==> src/rtl/baud_pkg.sv <==
package baud_pkg;

    typedef enum logic {
        ST_PRIME = 1'b0,
        ST_RUN   = 1'b1
    } bg_state_t;

endpackage

==> src/rtl/baud_div_reg.sv <==
module baud_div_reg #(
    parameter int INT_W    = 14,
    parameter int FRAC_W   = 3,
    parameter int RST_INT  = 26,
    parameter int RST_FRAC = 0
) (
    input  logic              clk,
    input  logic              rst_n,
    input  logic              ld_valid,
    input  logic [INT_W-1:0]  ld_int,
    input  logic [FRAC_W-1:0] ld_frac,
    output logic [INT_W-1:0]  pend_int,
    output logic [FRAC_W-1:0] pend_frac,
    output logic [INT_W-1:0]  eff_int
);

    localparam logic [INT_W-1:0]  RV_INT  = INT_W'(RST_INT);
    localparam logic [FRAC_W-1:0] RV_FRAC = FRAC_W'(RST_FRAC);

    always_ff @(posedge clk or negedge rst_n) begin
        if (!rst_n) begin
            pend_int  <= RV_INT;
            pend_frac <= RV_FRAC;
        end else if (ld_valid) begin
            pend_int  <= ld_int;
            pend_frac <= ld_frac;
        end
    end

    // a zero whole part is promoted to one
    always_comb begin
        eff_int = (pend_int == '0) ? INT_W'(1) : pend_int;
    end

endmodule

==> src/rtl/baud_frac_acc.sv <==
module baud_frac_acc #(
    parameter int FRAC_W = 3
) (
    input  logic              clk,
    input  logic              rst_n,
    input  logic              step,
    input  logic [FRAC_W-1:0] frac,
    output logic              stretch,
    output logic [FRAC_W-1:0] acc_o
);

    logic [FRAC_W:0] sum;

    always_comb begin
        sum     = {1'b0, acc_o} + {1'b0, frac};
        stretch = sum[FRAC_W];
    end

    always_ff @(posedge clk or negedge rst_n) begin
        if (!rst_n) begin
            acc_o <= '0;
        end else if (step) begin
            acc_o <= sum[FRAC_W-1:0];
        end
    end

endmodule

==> src/rtl/baud_frac_gen.sv <==
module baud_frac_gen
    import baud_pkg::*;
#(
    parameter int INT_W    = 14,
    parameter int FRAC_W   = 3,
    parameter int RST_INT  = 26,
    parameter int RST_FRAC = 0
) (
    input  logic              clk,
    input  logic              rst_n,
    input  logic              ld_valid,
    input  logic [INT_W-1:0]  ld_int,
    input  logic [FRAC_W-1:0] ld_frac,
    output logic              tick
);

    localparam int CNT_W = INT_W + 1;

    bg_state_t         state_q, state_d;
    logic [CNT_W-1:0]  cnt_q;
    logic [CNT_W-1:0]  period_len;
    logic [INT_W-1:0]  pend_int;
    logic [FRAC_W-1:0] pend_frac;
    logic [INT_W-1:0]  eff_int;
    logic [FRAC_W-1:0] acc_q;
    logic              stretch;
    logic              running;
    logic              reload;

    baud_div_reg #(
        .INT_W    (INT_W),
        .FRAC_W   (FRAC_W),
        .RST_INT  (RST_INT),
        .RST_FRAC (RST_FRAC)
    ) u_div (
        .clk       (clk),
        .rst_n     (rst_n),
        .ld_valid  (ld_valid),
        .ld_int    (ld_int),
        .ld_frac   (ld_frac),
        .pend_int  (pend_int),
        .pend_frac (pend_frac),
        .eff_int   (eff_int)
    );

    baud_frac_acc #(
        .FRAC_W (FRAC_W)
    ) u_acc (
        .clk     (clk),
        .rst_n   (rst_n),
        .step    (reload),
        .frac    (pend_frac),
        .stretch (stretch),
        .acc_o   (acc_q)
    );

    assign period_len = {1'b0, eff_int} + CNT_W'(stretch);
    assign running    = (state_q == ST_RUN);

    // next-state and reload decision
    always_comb begin
        state_d = state_q;
        reload  = 1'b0;
        unique case (state_q)
            ST_PRIME: begin
                reload  = 1'b1;
                state_d = ST_RUN;
            end
            ST_RUN: begin
                reload = (cnt_q == '0);
            end
        endcase
    end

    // state register
    always_ff @(posedge clk or negedge rst_n) begin
        if (!rst_n) begin
            state_q <= ST_PRIME;
        end else begin
            state_q <= state_d;
        end
    end

    // period counter: loads length-1, counts down to zero
    always_ff @(posedge clk or negedge rst_n) begin
        if (!rst_n) begin
            cnt_q <= '0;
        end else if (reload) begin
            cnt_q <= period_len - CNT_W'(1);
        end else begin
            cnt_q <= cnt_q - CNT_W'(1);
        end
    end

    // output
    always_comb begin
        tick = 1'b0;
        unique case (state_q)
            ST_PRIME: tick = 1'b0;
            ST_RUN:   tick = (cnt_q == '0);
        endcase
    end

endmodule

==> config.mk <==
export PLATFORM = sky130hd
export DESIGN_NAME = baud_frac_gen
export DESIGN_NICKNAME = d
export VERILOG_FILES = /design/src/rtl/baud_pkg.sv /design/src/rtl/baud_div_reg.sv /design/src/rtl/baud_frac_acc.sv /design/src/rtl/baud_frac_gen.sv
export SDC_FILE = /design/constraint.sdc
export NUM_CORES = 1
export LEC_CHECK = 0
export ABC_CLOCK_PERIOD_IN_PS = 3100
export CAP_MARGIN = 15
export CORE_MARGIN = 1.5
export CORE_UTILIZATION = 56
export DETAILED_ROUTE_END_ITERATION = 10
export PLACE_DENSITY = 0.79
export REMOVE_ABC_BUFFERS = 1
export SYNTH_ARGS = -nofsm -noshare
export SYNTH_HDL_FRONTEND = slang
export SYNTH_SLANG_ARGS = --single-unit
==> constraint.sdc <==
create_clock -name clk -period 3.1 [get_ports clk]
set_input_delay 0.93 -clock clk [delete_from_list [all_inputs] [get_ports clk]]
set_output_delay 0.93 -clock clk [all_outputs]
set_load 0.02 [all_outputs]
# Word level (Yosys, flattened, before mapping)
# Cells that the tools add are included.
# W data, S select, Z words.
[op_classes]
n_addsub = 4
mux = 4
bitwise_logic = 1
reduce_logical = 2
[ops]
columns = ["op", "count"]
rows = [
  ["$sub A15 B1 Y15 const B", 2],
  ["$add A14 B1 Y15", 1],
  ["$logic_not A15 Y1", 1],
  ["$mux W15", 1],
  ["$logic_not A14 Y1", 1],
  ["$mux W14", 1],
  ["$add A3 B3 Y4", 1],
  ["$pmux W1 S2", 2],
  ["$not A1 Y1", 1],
]
[totals]
reg_bits = 36
out_inout_bits = 1
word_cells = 16

# Longest topological paths before layout
[depth]
ltp_word = 5
depth_mapped = 10

# Hierarchy
# A second synthesis with hierarchy kept.
[unflattened]
hier_cells = 192
hier_area_um2 = 2120.8
[by_module_without_submodules]
columns = ["mod", "n_inst", "cells_per_inst", "area_each_um2"]
rows = [
  ["baud_frac_gen", 1, 122, 1146.1],
  ["baud_div_reg", 1, 54, 769.5],
  ["baud_frac_acc", 1, 16, 205.2],
]

# Worst setup path after synthesis
# Ideal clock, no wire load.
[synth_timing]
path_kind = "reg2out"
from = "register cnt_q[0]"
to = "output tick"
t_arrival_ps = 1663
required_ps = 2170
setup_slack_ps = 507
path_stages_with_launch = 6
path_cell_list = "dfrtp_1 inv_1 ha_1 nor2b_1 nand2_2 nor4_1"
[synth_between]
elab_chain_cells = 2
[synth_rtl]
columns = ["item", "line", "source"]
rows = [
  ["start, declared", "baud_frac_gen.sv:20", "logic [CNT_W-1:0] cnt_q;"],
  ["start signal, assigned", "baud_frac_gen.sv:89", "cnt_q <= period_len - CNT_W'(1);"],
  ["start signal, assigned", "baud_frac_gen.sv:91", "cnt_q <= cnt_q - CNT_W'(1);"],
  ["$logic_not A15 Y1", "baud_frac_gen.sv:100", "ST_RUN: tick = (cnt_q == '0);"],
  ["$pmux W1 S2", "baud_frac_gen.sv:98", "unique case (state_q)"],
  ["end, declared", "baud_frac_gen.sv:14", "output logic tick"],
]
# No other way between the ends.

# Worst setup path in the final report
[layout_timing]
from = "register cnt_q[9]"
to = "output tick"
# The elaborated chain is that of the path after synthesis.

==> flow_summary_export.csv <==
group,metric,value,unit
setup_path,r2r_slack,0.49,ns
timing,slew_headroom,50.94,%
placed_design,place_congestion,0.8467,
routing,drc,0,
global_routing,antenna_found_initial,0,
hold_path,min_path_type,"reg2reg",
cells_and_area,final_nets,222,
clock_network,clock_sinks,36,
global_routing,grt_usage,21.91,%
routing,route.met2.wl,1.912,mm
cells_and_area,final_area,2356,µm²
flow_run,drv_cap,0,
cells_and_area,layout_common_cells,"dfrtp_1, clkdlybuf4s50_1, mux2_2, mux2i_1, xnor2_1",
synthesis,synth_flop_cell,"dfrtp_1",
routing,vias,1323,
routing,postRouteAntennaNets,0,
synthesis,synthArstFlopShare,100.0,%
setup_path,crit_end,"tick",
routing,wirelength,3.659,mm
routing,drt-met1-wl,1.571,mm
die,io_pins,21,
routing,drtIter0Drc,28,
global_routing,grt_max_degree,37,
synthesis,synth_seq_cells,36,
synthesis,synthCells,166,
global_routing,grt_overflow_total,0,
power_and_ir_drop,vdd_drop_max,0.4325,mV
placed_design,port_buffers,20,
cells_and_area,layout-drive-gt1-share,23.08,%
timing,period_share,94.45,%
clock_network,numCtsBuffers,5,
placed_design,dpl_cell_area,2298,µm²
synthesis,synth_edf_count,0,
setup_path,r2r_end,"cnt_q[7]",
synthesis,synth_area,2031,µm²
setup_path,crit_start,"cnt_q[9]",
clock_network,cts-root-buf,"clkbuf_4",
global_routing,grt_pass1_wl,6.637,mm
clock_network,clockBufferDepth,2,
synthesis,yosys.cell_types.count,42,
power_and_ir_drop,leakage,0.9537,nW
die,dieWidth,63.22,µm
placed_design,dp_slack,0.1824,ns
routing,via_per_inst,5.490,
setup_path,startpoint_type,"register",
setup_path,crit_type,"reg2out",
timing,drv_slew,0,
synthesis,avgSynthCellArea,12.23,µm²
synthesis,netlist_top_cells_area,"dfrtp_1, mux2_2, mux2i_1",
synthesis,seq_area_frac_synth,44.55,%
cells_and_area,mostFrequentLayoutCell,"dfrtp_1",
clock_network,clk_latency,0.33,ns
cells_and_area,finalNonFillerCells,241,
timing,tns,0,ns
setup_path,worstPathRequired,2.17,ns
cells_and_area,syn_to_final_growth,16.02,%
clock_network,htree_levels,2,
timing,fmax,341.5,MHz
die,start_util,59.45,%
global_routing,grt_pass1_vias,1409,
setup_path,rr_startpoint,"u_div.pend_int[7]",
setup_path,arrival,2.00,ns
routing,first_pass_iters,4,
placed_design,place_inst,233,
clock_network,cts_tree,"built",
timing,clock_skew,0.003482,ns
die,dieArea,3997,µm²
die,fp-row-count,21,
routing,wl_met3,136,µm
synthesis,yosys_warnings,0,
placed_design,dp_hpwl,2.780,mm
setup_path,worstPathMaxFanout,4,
timing,layout_setup_ws,0.1722,ns
timing,fin_crit,2.928,ns
timing,setup_violations,0,
die,core_region_area,3416,µm²
power_and_ir_drop,powerDensity,571.4,nW/µm²
cells_and_area,antenna_cells,0,
setup_path,crit_path_max_incr_delay,0.45,ns
routing,post_drt_wl_per_cell,15.18,µm
setup_path,endpoint_kind,"output pin",
synthesis,yosysTopAreaCell,"dfrtp_1",
die,die_h,63.22,µm
setup_path,crit_chain,"nor4_4 -> nand2_1 -> nor4_1 -> dlygate4sd2_1",
setup_path,cp_slowest_cell,"dfrtp_1",
timing,rsz0062_at_grt,"no",
setup_path,reg2reg_depth,8,
clock_network,clk_pin_slew,0.10,ns
status,outcome,"finished, final reports clean",
timing,hold_viol,0,
synthesis,synth.top_cell.area_share,40.67,%
routing,dr.max_layer_used,"met4",
timing,worst_pin_slew,0.7302,ns
[through the flow]
| stage | hold slack (ns) | utilization, % | power (mW) |
|---|---|---|---|
| CTS | 0.4905 | 68.72 | 1.353 |
| global placement | 0.4617 | 67.29 | 1.082 |
| detailed placement | 0.4791 | 67.29 | 1.114 |
| global route | 0.5092 | 68.97 | 1.455 |
| finish | 0.4927 | 68.97 | 1.346 |
| floorplan | 0.4468 | - | 0.9723 |
[report_power, final]
group | switching, mW | internal, mW
sequential | 0.111 | 0.572
clock | 0.146 | 0.0884
combinational | 0.202 | 0.227
[critical path: cells and delay by family, from the launching register on]
family	cells	cell delay [ns]
buffers and inverters	1	0.37
DFF	1	0.45
and+or+nand+nor	3	0.85
[per-layer routing]
| metal | up-vias | global-route usage, % |
|---|---|---|
| met2 | 27 | 36.84 |
| met4 | 0 | 7.609 |
| li1 | 645 | - |
| met5 | - | 0 |
| met3 | 4 | 6.429 |
| met1 | 647 | 26.98 |
[how the worst min path moves through the flow]
| stage | start | endpoint | slack (ns) | cells after the start |
|---|---|---|---|---|
| 2_1_floorplan | cnt_q[0] | cnt_q[0] | 0.45 | 1 |
| 3_3_place_gp | cnt_q[0] | cnt_q[0] | 0.46 | 1 |
| 3_5_place_dp | cnt_q[0] | cnt_q[0] | 0.48 | 1 |
| 4_1_cts | cnt_q[0] | cnt_q[0] | 0.49 | 1 |
| 5_1_grt | cnt_q[0] | cnt_q[0] | 0.51 | 1 |
| 6_report | cnt_q[0] | cnt_q[0] | 0.49 | 1 |
[cells in the mapped netlist, drive strengths merged (4+ instances only)]
library cell / instances
dfrtp: 33
mux2: 17
mux2i: 14
xnor2: 13
nor2: 10
xor2: 9
ha: 7
nand2: 7
inv: 6
nor4: 6
nand2b: 4
nor3: 4
[final cells by class]
| type | instances | area, µm² |
|---|---|---|
| multi-input combinational | 119 | 1077 |
| clock inverter | 1 | 5.005 |
| clock buffer | 7 | 45.04 |
| timing repair buffer | 26 | 244.0 |
| tap | 46 | 57.56 |
| fill | 258 | 1060 |
| sequential | 36 | 904.6 |
| inverter | 6 | 22.52 |
[state kept, by name, summed over array words and instances (netlist names)]
signal           count
u_div.pend_int      14
u_acc.acc_o          3
cnt_q               15
running              1
u_div.pend_frac      3
[logic make-up (layout without fill, tap and decap cells)]
kind of cell	after synthesis	in the layout	share of synthesized area (%)
compound gates	12	12	4.745
simple gates	45	45	16.02
fa+ha+maj	8	8	5.299
buf+inv	11	40	3.389
other cells	1	1	0.1847
mux	31	31	16.33
flops	36	36	44.55
xor+xnor	22	22	9.489
[repair_timing]
action | CTS | global route
hold buffers | 0 | 0
buffers inserted | 0 | 0
endpoints found under the hold margin | 0 | 0
pin swaps | 0 | 0
endpoints found under the setup margin | 1 | 1
gates resized for setup | 1 | 1
(Power assumes the default switching activity.)
